==> src/rtl/i2c_tgt_pkg.sv <==
package i2c_tgt_pkg;
  localparam int unsigned BYTE_W = 8;

  typedef enum logic [2:0] {
    ST_IDLE,
    ST_ADDR,
    ST_ADDR_ACK,
    ST_WR,
    ST_WR_ACK,
    ST_RD,
    ST_RD_ACK,
    ST_IGNORE
  } tgt_state_e;
endpackage

==> src/rtl/i2c_bus_cond.sv <==
module i2c_bus_cond (
  input  logic clk_i,
  input  logic rst_ni,
  input  logic scl_i,
  input  logic sda_i,
  output logic start_o,
  output logic stop_o,
  output logic scl_rise_o,
  output logic scl_fall_o
);
  logic scl_q, sda_q;

  always_ff @(posedge clk_i or negedge rst_ni) begin
    if (!rst_ni) begin
      scl_q <= 1'b1;
      sda_q <= 1'b1;
    end else begin
      scl_q <= scl_i;
      sda_q <= sda_i;
    end
  end

  assign start_o    = scl_i & scl_q & sda_q & ~sda_i;
  assign stop_o     = scl_i & scl_q & ~sda_q & sda_i;
  assign scl_rise_o = scl_i & ~scl_q;
  assign scl_fall_o = ~scl_i & scl_q;
endmodule

==> src/rtl/i2c_reg_ptr.sv <==
module i2c_reg_ptr #(
  parameter int unsigned AW = 4
) (
  input  logic          clk_i,
  input  logic          rst_ni,
  input  logic          load_i,
  input  logic [AW-1:0] load_val_i,
  input  logic          inc_i,
  output logic [AW-1:0] ptr_o
);
  logic [AW-1:0] ptr_q;

  always_ff @(posedge clk_i or negedge rst_ni) begin
    if (!rst_ni)     ptr_q <= '0;
    else if (load_i) ptr_q <= load_val_i;
    else if (inc_i)  ptr_q <= ptr_q + AW'(1); // natural wrap
  end

  assign ptr_o = ptr_q;
endmodule

==> src/rtl/i2c_target_fsm.sv <==
module i2c_target_fsm
  import i2c_tgt_pkg::*;
(
  input  logic              clk_i,
  input  logic              rst_ni,
  input  logic              start_i,
  input  logic              stop_i,
  input  logic              scl_rise_i,
  input  logic              scl_fall_i,
  input  logic              sda_i,
  input  logic [6:0]        dev_addr_i,
  input  logic [BYTE_W-1:0] rdata_i,
  output logic              sda_oe_o,
  output logic              we_o,
  output logic              ptr_load_o,
  output logic              ptr_inc_o,
  output logic [BYTE_W-1:0] rx_byte_o,
  output tgt_state_e        state_o
);
  localparam int unsigned CW = $clog2(BYTE_W + 1);
  localparam logic [CW-1:0] FULL = CW'(BYTE_W);

  tgt_state_e        state_q;
  logic [CW-1:0]     cnt_q;
  logic [BYTE_W-1:0] rx_q, tx_q;
  logic              ack_drv_q, tx_act_q, rw_q, ptr_phase_q, mack_q;
  logic              we_q, ld_q, rinc_q;

  always_ff @(posedge clk_i or negedge rst_ni) begin
    if (!rst_ni) begin
      state_q     <= ST_IDLE;
      cnt_q       <= '0;
      rx_q        <= '0;
      tx_q        <= '0;
      ack_drv_q   <= 1'b0;
      tx_act_q    <= 1'b0;
      rw_q        <= 1'b0;
      ptr_phase_q <= 1'b0;
      mack_q      <= 1'b0;
      we_q        <= 1'b0;
      ld_q        <= 1'b0;
      rinc_q      <= 1'b0;
    end else begin
      we_q   <= 1'b0;
      ld_q   <= 1'b0;
      rinc_q <= 1'b0;
      if (stop_i) begin
        state_q   <= ST_IDLE;
        ack_drv_q <= 1'b0;
        tx_act_q  <= 1'b0;
      end else if (start_i) begin
        state_q   <= ST_ADDR;
        cnt_q     <= '0;
        ack_drv_q <= 1'b0;
        tx_act_q  <= 1'b0;
      end else begin
        unique case (state_q)
          ST_ADDR, ST_WR: begin
            if (scl_rise_i && cnt_q != FULL) begin
              rx_q  <= {rx_q[BYTE_W-2:0], sda_i};
              cnt_q <= cnt_q + CW'(1);
            end
            if (scl_fall_i && cnt_q == FULL) begin
              if (state_q == ST_ADDR) begin
                if (rx_q[7:1] == dev_addr_i) begin
                  ack_drv_q <= 1'b1;
                  rw_q      <= rx_q[0];
                  state_q   <= ST_ADDR_ACK;
                end else begin
                  state_q <= ST_IGNORE;
                end
              end else begin
                ack_drv_q <= 1'b1;
                state_q   <= ST_WR_ACK;
                if (ptr_phase_q) begin
                  ld_q        <= 1'b1;
                  ptr_phase_q <= 1'b0;
                end else begin
                  we_q <= 1'b1;
                end
              end
            end
          end
          ST_ADDR_ACK: if (scl_fall_i) begin
            ack_drv_q <= 1'b0;
            cnt_q     <= '0;
            if (rw_q) begin
              tx_q     <= rdata_i;
              tx_act_q <= 1'b1;
              state_q  <= ST_RD;
            end else begin
              ptr_phase_q <= 1'b1;
              state_q     <= ST_WR;
            end
          end
          ST_WR_ACK: if (scl_fall_i) begin
            ack_drv_q <= 1'b0;
            cnt_q     <= '0;
            state_q   <= ST_WR;
          end
          ST_RD: begin
            if (scl_rise_i) cnt_q <= cnt_q + CW'(1);
            if (scl_fall_i) begin
              if (cnt_q == FULL) begin
                tx_act_q <= 1'b0;
                state_q  <= ST_RD_ACK;
              end else begin
                tx_q <= {tx_q[BYTE_W-2:0], 1'b0};
              end
            end
          end
          ST_RD_ACK: begin
            if (scl_rise_i) begin
              mack_q <= ~sda_i;
              rinc_q <= ~sda_i; // pointer settles before the next fall
            end
            if (scl_fall_i) begin
              if (mack_q) begin
                cnt_q    <= '0;
                tx_q     <= rdata_i;
                tx_act_q <= 1'b1;
                state_q  <= ST_RD;
              end else begin
                state_q <= ST_IGNORE;
              end
            end
          end
          default: ;
        endcase
      end
    end
  end

  assign sda_oe_o   = ack_drv_q | (tx_act_q & ~tx_q[BYTE_W-1]);
  assign we_o       = we_q;
  assign ptr_load_o = ld_q;
  assign ptr_inc_o  = we_q | rinc_q;
  assign rx_byte_o  = rx_q;
  assign state_o    = state_q;
endmodule

==> src/rtl/i2c_reg_target.sv <==
module i2c_reg_target
  import i2c_tgt_pkg::*;
#(
  parameter int unsigned AW          = 4,
  parameter logic [5:0]  DEV_ADDR_HI = 6'b001110
) (
  input  logic              clk_i,
  input  logic              rst_ni,
  input  logic              addr_sel_i,
  input  logic              scl_i,
  input  logic              sda_i,
  output logic              sda_oe_o,
  output logic [AW-1:0]     reg_addr_o,
  output logic [BYTE_W-1:0] reg_wdata_o,
  output logic              reg_we_o,
  input  logic [BYTE_W-1:0] reg_rdata_i
);
  logic              start_w, stop_w, rise_w, fall_w;
  logic              ld_w, inc_w;
  logic [BYTE_W-1:0] rx_byte_w;
  tgt_state_e        fsm_state;

  i2c_bus_cond u_cond (
    .clk_i      (clk_i),
    .rst_ni     (rst_ni),
    .scl_i      (scl_i),
    .sda_i      (sda_i),
    .start_o    (start_w),
    .stop_o     (stop_w),
    .scl_rise_o (rise_w),
    .scl_fall_o (fall_w)
  );

  i2c_target_fsm u_fsm (
    .clk_i      (clk_i),
    .rst_ni     (rst_ni),
    .start_i    (start_w),
    .stop_i     (stop_w),
    .scl_rise_i (rise_w),
    .scl_fall_i (fall_w),
    .sda_i      (sda_i),
    .dev_addr_i ({DEV_ADDR_HI, addr_sel_i}),
    .rdata_i    (reg_rdata_i),
    .sda_oe_o   (sda_oe_o),
    .we_o       (reg_we_o),
    .ptr_load_o (ld_w),
    .ptr_inc_o  (inc_w),
    .rx_byte_o  (rx_byte_w),
    .state_o    (fsm_state)
  );

  i2c_reg_ptr #(.AW(AW)) u_ptr (
    .clk_i      (clk_i),
    .rst_ni     (rst_ni),
    .load_i     (ld_w),
    .load_val_i (rx_byte_w[AW-1:0]),
    .inc_i      (inc_w),
    .ptr_o      (reg_addr_o)
  );

  assign reg_wdata_o = rx_byte_w;
endmodule

==> config.mk <==
export PLATFORM = sky130hd
export DESIGN_NAME = i2c_reg_target
export DESIGN_NICKNAME = d
export VERILOG_FILES = /design/src/rtl/i2c_tgt_pkg.sv /design/src/rtl/i2c_bus_cond.sv /design/src/rtl/i2c_reg_ptr.sv /design/src/rtl/i2c_target_fsm.sv /design/src/rtl/i2c_reg_target.sv
export SDC_FILE = /design/constraint.sdc
export NUM_CORES = 1
export LEC_CHECK = 0
export BUFFER_PORTS_ARGS = -buffer_cell sky130_fd_sc_hd__buf_2
export CELL_PAD_IN_SITES_DETAIL_PLACEMENT = 1
export CELL_PAD_IN_SITES_GLOBAL_PLACEMENT = 2
export CORE_UTILIZATION = 36
export CTS_BUF_LIST = sky130_fd_sc_hd__clkbuf_4 sky130_fd_sc_hd__clkbuf_8 sky130_fd_sc_hd__clkbuf_16
export DETAILED_ROUTE_END_ITERATION = 8
export PLACE_DENSITY = 0.83
export REMOVE_ABC_BUFFERS = 1
export SYNTH_ARGS = -nofsm -noshare
export SYNTH_HDL_FRONTEND = slang
export SYNTH_SLANG_ARGS = --single-unit
==> constraint.sdc <==
create_clock -name clk_i -period 2.69 [get_ports clk_i]
set_clock_uncertainty 0.1 [all_clocks]
set_input_delay 0.1345 -clock clk_i [delete_from_list [all_inputs] [get_ports clk_i]]
set_output_delay 0.1345 -clock clk_i [all_outputs]
set_load 0.03 [all_outputs]
==> metrics.cfg <==
[sta]
fmax_mhz = 448.3
setup_tns_ns = 0
hold_viol_final = 0
min_period_ns = 2.231
period_share = 0.8293
final-setup-viol-count = 0
max_slew_margin = 0.4557
fin_ws_ns = 0.4592
tightest_slew_ns = 0.8165
rsz0062_at_grt = no
final_max_slew_viol_count = 0

[route]
drt-total-wl_mm = 4.188
drc = 0
vias = 1531
ant_nets = 0
drt_iter0_markers = 39
route.detailed.wl_per_inst_um = 14.05
drt_first_pass_iters = 4
vias_per_cell = 5.138

[synthesis]
synth_most_common_cell = dfrtp_1
synth-edff-count = 0
synthArstFlopShare = 1.000
syn_inst = 194
synth_flop_cell = dfrtp_1
synthTopCellsByCount = 35 x dfrtp_1, 20 x nor2_1, 15 x o21ai_0, 13 x a21oi_1
synthesis.yosys.warnings = 0
syn-cell-area_sq_um = 1962
synthDistinctLibCells = 48
seq_area_frac_synth = 0.4732
synth-seq-cells = 37
syn_area_per_cell_sq_um = 10.11
synth_area_leader_cell = dfrtp_1
synth.top_cell.area_share = 0.4464
synth_area_leaders = dfrtp_1 45%, mux2_2 5.7%, mux2i_1 4.6%, nor2_1 3.8%, o21ai_0 3.8%

[power_and_ir_drop]
powerDensity_nw_per_um2 = 1050
irDropWorstVdd_mv = 0.4399
p_leak_nw = 1.126

[worst_setup_path]
cp_max_fo = 16
path_class = flop to flop
ff2ff_setup_slack_ns = 0.46
critPathMaxStageDelay_ns = 0.60
start_kind = flop
critPathCaptureType = flop
path_cells = nor2_1 -> nor2_1 -> a211oi_1 -> or2_4 -> mux2_4
cp_top_family = simple AND/OR/NAND/NOR gates
critPathRequiredTime_ns = 2.77
critPathBufInv = 0
worst_ep_arrival_time_ns = 2.31
slowest_stage = dfrtp_1
crit_top_cell = nor2_1

[clock_tree]
cts_tree = yes
clockBufferDepth = 2
ctsResizeCount = 0
cts_sinks = 37
clk_pin_slew_ns = 0.08
cts_buffers = 5
cts_root_buf = clkbuf_8
clk_latency_ns = 0.29
h-tree-depth = 2
postCtsSetupBuffers = 0
cts_hold_buf = 4

[job]
maxCapViolations = 0

[die]
initial_core_util = 0.3793
core_sq_um = 5172
dieWidth_um = 75.82
rows = 26
io_pins = 27
die_area_sq_um = 5749
chipHeight_um = 75.82

[global_routing]
grt_pass1_wl_mm = 7.072
gr-total-overflow = 0
grt_util_all_layers = 0.1647
grt_pass1_vias = 1539
antenna_found_initial = 0
grt_start_max_net_pins = 38

[cells_and_area]
n_antenna_cell = 0
final_net_count = 243
area_growth_pct = 19.07
layout-drive-gt1-share = 0.2456

[placement]
pre_cts_slack_ns = 0.4741
place.gp.congestion = 0.7687
portBuffers = 26
hpwl_mm = 2.990

[run_status]
outcome = finished clean

[min_path]
holdCritPathClass = input port to flop

[final timing paths]
check / cells after the start / startpoint / end
setup / recovery: 5 / u_fsm.state_o[2]$_DFFE_PN0P_ / u_fsm.cnt_q[0]$_DFFE_PN0P_
hold / removal: 3 / reg_rdata_i[1] / u_fsm.tx_q[1]$_DFFE_PN0P_
setup reg to reg: 5 / u_fsm.state_o[2]$_DFFE_PN0P_ / u_fsm.cnt_q[0]$_DFFE_PN0P_
hold reg to reg: 1 / u_fsm.ptr_phase_q$_DFFE_PN0P_ / u_fsm.we_o$_DFF_PN0_
max in group asynchronous: 2 / rst_ni / u_fsm.rw_q$_DFFE_PN0P_
min in group asynchronous: 2 / rst_ni / u_fsm.tx_q[7]$_DFFE_PN0P_
[layout make-up]
type                       count  area, sq um
clock buffer                   5        68.82
fill                         607         2836
tap                           70        87.58
timing repair buffer          34        200.2
multi-input combinational    141        952.2
clock inverter                 3        68.82
sequential                    37        928.4
inverter                       8        30.03
[power by group]
group          switching, mW  leakage, nW  internal, mW
clock network          0.211       0.0687         0.373
registers              0.233        0.465         0.739
logic                  0.504        0.592         0.392
total                  0.948         1.13          1.50
[layout by cell type, fill, tap and decap left out, drive strengths merged, types with 4 or more instances in the layout]
| cell type | count |
|---|---|
| dfrtp | 35 |
| buf | 30 |
| nor2 | 20 |
| o21ai | 16 |
| a21oi | 13 |
| mux2 | 11 |
| nand2 | 10 |
| mux2i | 9 |
| inv | 9 |
| nor3 | 6 |
| nand3 | 6 |
| clkbuf | 5 |
| nand2b | 4 |
| xor2 | 4 |
| o31ai | 4 |
| dlygate4sd3 | 4 |
| nor2b | 4 |
[flip-flops by register name, indices dropped and copies added, names as in the netlist, 3 cells and up]
name             count
u_fsm.cnt_q          4
u_ptr.ptr_o          4
u_fsm.state_o        3
u_fsm.tx_q           8
u_fsm.rx_byte_o      8
[layer usage]
| layer | vias up | GRT usage | wire (um) |
|---|---|---|---|
| li1 | 756 | - | - |
| met2 | 27 | 0.2802 | 2047 |
| met4 | 0 | 0.04321 | 44 |
| met1 | 742 | 0.2095 | 1964 |
| met3 | 6 | 0.03968 | 131 |
| met5 | - | 0 | 0 |
[worst register-to-register path: cells and delay by family, from the launching register on]
kind               cells  cell delay (ns)
AOI/OAI and AO/OA      1             0.45
muxes                  1             0.29
and+or+nand+nor        3             0.68
DFF                    1             0.60
[cells by family after synthesis]
kind of cell	Yosys count	synth area share
AO/OA/AOI/OAI	47	0.1531
XOR/XNOR	5	0.02232
adder cells (fa/ha/maj)	3	0.01913
buffers and inverters	16	0.04145
flip-flops	37	0.4732
multiplexers	20	0.1110
AND/OR/NAND/NOR	66	0.1799
[metrics by stage]
step                cells  hold slack [ns]  area [sq um]  power (mW)  utilization
finish                298          0.04855          2336       2.453       0.4516
global route          298          0.05336          2336       2.643       0.4516
CTS                   298          0.04442          2336       2.488       0.4516
detailed placement    286           0.1862          2158       1.885       0.4173
global placement      286           0.1914          2158       1.867       0.4173
floorplan             186          -0.2611          1911       1.610            -
(Power assumes the default switching activity.)
